## config.mk

```make
export PLATFORM = sky130hd
export DESIGN_NAME = ctl_i2c_slave
export DESIGN_NICKNAME = d
export VERILOG_FILES = /design/src/rtl/ctl_i2c_slave.sv
export SDC_FILE = /design/constraint.sdc
export NUM_CORES = 1
export LEC_CHECK = 0
export BUFFER_PORTS_ARGS = -buffer_cell sky130_fd_sc_hd__buf_2
export CORE_UTILIZATION = 32
export CTS_CLUSTER_DIAMETER = 60
export DETAILED_ROUTE_END_ITERATION = 8
export SYNTH_ARGS = -nofsm -noshare
export SYNTH_HDL_FRONTEND = slang
export SYNTH_SLANG_ARGS = --single-unit
```

## constraint.sdc

```tcl
create_clock -name clk -period 3 [get_ports clk]
set_input_delay 0.6 -clock clk [delete_from_list [all_inputs] [get_ports clk]]
set_output_delay 0.6 -clock clk [all_outputs]
set_load 0.02 [all_outputs]
```

## src/rtl/ctl_i2c_slave.sv

```systemverilog
`timescale 1ns/1ps
module ctl_i2c_slave #(
  parameter logic [6:0] DEV_ADDR = 7'h44,
  parameter int         FILT_CYC = 4,
  parameter int         REG_CNT  = 16,
  parameter logic [7:0] TEST_RST = 8'hFE
) (
  input  logic                 clk,
  input  logic                 rst_n,
  input  logic                 scl_i,
  input  logic                 sda_i,
  output logic                 sda_oe,
  input  logic                 stereo_i,
  input  logic                 smute_i,
  output logic [8*REG_CNT-1:0] regs_o,
  output logic                 az_strobe,
  output logic                 test_mode
);
  localparam int IW = $clog2(REG_CNT);
  localparam int CW = $clog2(FILT_CYC + 1);

  typedef enum logic [2:0] {S_IDLE, S_ADDR, S_SUB, S_DATA, S_READ, S_RACK} st_t;

  logic [1:0]    scl_s, sda_s;
  logic          scl_f, sda_f, scl_d, sda_d;
  logic [CW-1:0] scl_c, sda_c;

  always_ff @(posedge clk or negedge rst_n) begin
    if (!rst_n) begin
      scl_s <= 2'b11; sda_s <= 2'b11;
      scl_f <= 1'b1;  sda_f <= 1'b1;
      scl_d <= 1'b1;  sda_d <= 1'b1;
      scl_c <= '0;    sda_c <= '0;
    end else begin
      scl_s <= {scl_s[0], scl_i};
      sda_s <= {sda_s[0], sda_i};
      scl_d <= scl_f;
      sda_d <= sda_f;
      if (scl_s[1] != scl_f) begin
        if (scl_c == CW'(FILT_CYC - 1)) begin
          scl_f <= scl_s[1];
          scl_c <= '0;
        end else scl_c <= scl_c + 1'b1;
      end else scl_c <= '0;
      if (sda_s[1] != sda_f) begin
        if (sda_c == CW'(FILT_CYC - 1)) begin
          sda_f <= sda_s[1];
          sda_c <= '0;
        end else sda_c <= sda_c + 1'b1;
      end else sda_c <= '0;
    end
  end

  wire scl_rise = scl_f & ~scl_d;
  wire scl_fall = ~scl_f & scl_d;
  wire start_c  = scl_f & scl_d & sda_d & ~sda_f;
  wire stop_c   = scl_f & scl_d & ~sda_d & sda_f;

  st_t           st;
  logic [3:0]    cnt;
  logic [7:0]    sh, txb;
  logic          ack_ph, sda_low;
  logic          sub_az, sub_test, sub_inc;
  logic [IW-1:0] idx;
  logic [7:0]    rf [REG_CNT];

  wire       rx_st  = (st == S_ADDR) || (st == S_SUB) || (st == S_DATA);
  wire [7:0] status = {3'b000, stereo_i, smute_i, 3'b000};

  always_ff @(posedge clk or negedge rst_n) begin
    if (!rst_n) begin
      st <= S_IDLE; cnt <= '0; sh <= '0; txb <= '0;
      ack_ph <= 1'b0; sda_low <= 1'b0; az_strobe <= 1'b0;
      sub_az <= 1'b0; sub_test <= 1'b0; sub_inc <= 1'b0; idx <= '0;
      for (int i = 0; i < REG_CNT; i++)
        rf[i] <= (i == REG_CNT - 1) ? TEST_RST : 8'h00;
    end else begin
      az_strobe <= 1'b0;
      if (start_c) begin
        st <= S_ADDR; cnt <= '0; ack_ph <= 1'b0; sda_low <= 1'b0;
      end else if (stop_c) begin
        st <= S_IDLE; ack_ph <= 1'b0; sda_low <= 1'b0;
      end else if (scl_rise) begin
        if (rx_st && !ack_ph && cnt != 4'd8) begin
          sh  <= {sh[6:0], sda_f};
          cnt <= cnt + 1'b1;
        end else if (st == S_RACK) begin
          if (sda_f) st <= S_IDLE;
          else begin
            st <= S_READ; txb <= status; cnt <= '0;
          end
        end
      end else if (scl_fall) begin
        if (ack_ph) begin
          ack_ph <= 1'b0;
          if (st == S_READ) begin
            sda_low <= ~txb[7]; txb <= {txb[6:0], 1'b0}; cnt <= 4'd1;
          end else begin
            sda_low <= 1'b0; cnt <= '0;
          end
        end else if (st == S_READ) begin
          if (cnt == 4'd8) begin
            sda_low <= 1'b0; st <= S_RACK;
          end else begin
            sda_low <= ~txb[7]; txb <= {txb[6:0], 1'b0}; cnt <= cnt + 1'b1;
          end
        end else if (rx_st && cnt == 4'd8) begin
          case (st)
            S_ADDR:
              if (sh[7:1] == DEV_ADDR) begin
                ack_ph <= 1'b1; sda_low <= 1'b1;
                if (sh[0]) begin
                  st <= S_READ; txb <= status;
                end else st <= S_SUB;
              end else st <= S_IDLE;
            S_SUB: begin
              sub_az   <= sh[6];
              sub_test <= sh[5];
              sub_inc  <= sh[4];
              idx      <= sh[IW-1:0];
              ack_ph <= 1'b1; sda_low <= 1'b1; st <= S_DATA;
            end
            S_DATA: begin
              rf[idx] <= sh;
              if (idx == '0 && !sub_az) az_strobe <= 1'b1;
              if (sub_inc) idx <= idx + 1'b1;
              ack_ph <= 1'b1; sda_low <= 1'b1;
            end
            default: ;
          endcase
        end
      end
    end
  end

  assign sda_oe    = sda_low;
  assign test_mode = sub_test & rf[REG_CNT-1][0];

  for (genvar g = 0; g < REG_CNT; g++) begin : g_out
    assign regs_o[8*g +: 8] = rf[g];
  end
endmodule


```

==> out/results.txt <==
CTS resizes - 0
Vias per cell - 4.95
PnR Total Power - 5.86 mW
Area delta synth->final - 23.4%
Layout cells sized above 1 - 0.521
Crit-path cells - inv_1 > ha_1 > and3b_4 > and3_2 > and4_1 > nand4_1 > mux2_2
DR WL/cell - 18.3 um
Initial Util - 0.330
Worst skew pair latency - 0.44 ns
Initial antenna violation count - 0
Crit path DAT - 2.94 ns
CP bufs+invs - 1
TritonCTS clock tree - built
Gate Count Post-Synth - 535
Clock sink count - 172
Synth warnings - 0
Synth Net Count - 552
Iteration-0 DRC Markers - 283
Total GRT Usage - 0.158
Final Wtd Congestion - 0.813
Slew headroom - 0.566
Total grt overflow - 0
FILL cells - 2049
First-pass GRT wire length - 28500 um
Die W - 153 um
Vias - 4818
I/O Pins - 137
TritonCTS Buffers - 17
Power Dens Cells - 652 mW/mm^2
Startpoint types - flop
Maxcap violations - 0
Die height - 153 um
CP Data Required Time - 3.33 ns
Pre-antenna DRT Iters - 4
Distinct cells, synth - 53
Die area - 0.0234 mm^2
Fmax - 383 MHz
DR DRC count - 0
Syn avg cell area - 13.6 um^2
Crit-path max FO - 8
Unrepaired setup endpoints after global routing - no
Placed Instances - 941
Final setup viols - 0
Number of diodes - 0
Leakage - 4.67 nW
Min Tclk post-route - 2.61 ns
H-tree Lvls - 4
Crit. End Element - flop
Tcrit/Tclk final - 0.871
# port buffers - 136
Worst Tran Pin Value - 0.651 ns
Largest net degree at the start of global routing - 70
Register bit total from synthesis - 172
DP Wirelength - 12100 um
Worst Hold Class - input port to asynchronous set/reset pin
Synth async-reset ratio - 1.00
CORE AREA - 0.0221 mm^2
DRT antenna net count - 0
Synth Cell Area - 0.00728 mm^2
Cell class contributing the biggest share of worst-path delay - simple AND/OR/NAND/NOR gates
Final net count - 697
Outcome - completed
Largest stage delay on the critical path - 0.49 ns
Pins Over Slew Limit - 0
Cell Count, Final, Fillers Out - 973
Maximum buffer depth of the clock tree - 2
Setup CP Type - flop to flop
Clock root buffer - clkbuf_16
Critical path's slowest cell - nand4_1
Sequential area share after synthesis - 0.594
Vias in the first global route - 4849
Num rows - 54
Detailed Route WL - 17800 um
Main synth FF type - dfrtp_1
Post-synth EDFFs - 0
Setup Skew - 0.00971 ns
Total Neg Setup Slack - 0 ns
Hold buffer count at CTS - 0
Clk pin slew, worst setup/hold paths - 0.07 ns
Final hold violation count - 0
Postcts setup bufs - 0
Peak supply drop - 0.435 mV
[cell usage after synthesis, types with 2 or more instances]
cell / number / share of area
and2_1: 3 / 0.0026
a31oi_1: 2 / 0.0017
dfrtp_1: 157 / 0.54
buf_2: 6 / 0.0041
dfstp_2: 15 / 0.054
nand3b_1: 2 / 0.0021
or3_1: 2 / 0.0017
mux2_2: 144 / 0.22
or4_1: 2 / 0.0021
nand4b_1: 4 / 0.0048
clkbuf_1: 21 / 0.011
nor2_2: 6 / 0.0052
nor3_1: 9 / 0.0062
nor2_1: 17 / 0.0088
ha_1: 11 / 0.019
nand3_1: 11 / 0.0076
nand2b_1: 2 / 0.0017
nor4_1: 2 / 0.0017
inv_1: 13 / 0.0067
xnor2_1: 3 / 0.0036
o21ai_0: 17 / 0.012
nor3_2: 2 / 0.0027
a21oi_1: 8 / 0.0055
mux2i_1: 4 / 0.0055
nand4_1: 8 / 0.0069
o22ai_1: 2 / 0.0017
nand2_1: 20 / 0.010
and4bb_2: 2 / 0.0034
nor2b_1: 10 / 0.0086
nor3b_1: 7 / 0.0072
[worst register-to-register path, cell delays in order, from the launching register on]
cell	delay [ns]
dfrtp_1	0.41
inv_1	0.11
ha_1	0.20
and3b_4	0.25
and3_2	0.21
and4_1	0.39
nand4_1	0.50
mux2_2	0.45
[through the flow]
stage	setup slack [ns]	util	hold WS [ns]	cell area, um^2
4_1_cts	0.440	0.407	0.184	8990
2_1_floorplan	0.735	-	0.304	7280
3_5_place_dp	0.437	0.378	0.349	8360
5_1_grt	0.267	0.407	0.228	8990
6_report	0.386	0.407	0.175	8990
3_3_place_gp	0.474	0.378	0.346	8360
[power by group]
group	internal [mW]	total [mW]	switching, mW
combinational	0.374	0.899	0.524
sequential	2.46	2.60	0.141
clock	1.45	2.36	0.910
[final cells by class]
cell class | instances | area, um^2 | share of cell area
clock buffers | 23 | 468 | 0.0521
clock inverters | 9 | 161 | 0.0180
inverters | 13 | 48.8 | 0.00543
multi-input cells | 321 | 2790 | 0.311
flip-flops and latches | 172 | 4320 | 0.481
well taps | 280 | 350 | 0.0390
repair buffers | 155 | 842 | 0.0937
[path summary, 6_finish.rpt]
check / from / to / slack (ns) / depth (start not counted)
setup / recovery: cnt[0]$_DFFE_PN0P_ / regs_o[111]$_DFFE_PN0P_ / 0.39 / 7
hold / removal: rst_n / regs_o[19]$_DFFE_PN0P_ / 0.17 / 1
setup reg to reg: cnt[0]$_DFFE_PN0P_ / regs_o[111]$_DFFE_PN0P_ / 0.39 / 7
hold reg to reg: sda_s[0]$_DFF_PN1_ / sda_s[1]$_DFF_PN1_ / 0.36 / 0
max in group asynchronous: rst_n / sda_f$_DFFE_PN1P_ / 1.99 / 2
min in group clk: sda_i / sda_s[0]$_DFF_PN1_ / 0.27 / 1
[cells by family after synthesis]
| family | count (synthesis) | share of synthesized area |
|---|---|---|
| adders and majority gates | 11 | 0.0189 |
| and+or+nand+nor | 119 | 0.0955 |
| DFF | 172 | 0.594 |
| AOI/OAI and AO/OA | 39 | 0.0361 |
| buffers and inverters | 42 | 0.0229 |
| muxes | 148 | 0.228 |
| xor gates and xnor gates | 4 | 0.00481 |
[layout by cell type, fill, tap and decap left out, drive strengths merged, types with 2 or more instances in the layout]
cell type  synthesis  final
mux2i              4      4
and3               2      2
dfstp             15     15
clkinvlp           0      2
buf                7    155
nand2             20     20
or2                2      2
nor2              23     23
and2               3      3
dfrtp            157    157
nand3             11     11
nand2b             2      2
bufinv             0      4
nand4b             4      4
a221o              2      2
o21ai             17     17
clkbuf            22     23
a32o               2      2
nor3              11     11
nor3b              7      7
and4bb             2      2
a31oi              2      2
xnor2              3      3
nor4               2      2
ha                11     11
nand4              8      8
nor2b             10     10
mux2             144    144
nand3b             2      2
inv               13     15
or4                4      4
or3                2      2
a21oi              8      8
o22ai              2      2
[registers in the layout, summed over array words and instances (netlist names), 2 cells and up]
register,cells
regs_o,128
scl_c,3
scl_s,2
sh,8
txb,5
cnt,4
sda_c,3
idx,4
st,3
sda_s,2
[metal layers]
| metal | share of wire | global-route usage | up-vias |
|---|---|---|---|
| li1 | - | - | 2199 |
| met1 | 0.45 | 0.206 | 2475 |
| met2 | 0.48 | 0.252 | 118 |
| met3 | 0.056 | 0.0476 | 26 |
| met4 | 0.015 | 0.0524 | 0 |
| met5 | 0 | 0 | - |
Note: power is estimated with default switching activity, not from simulation.
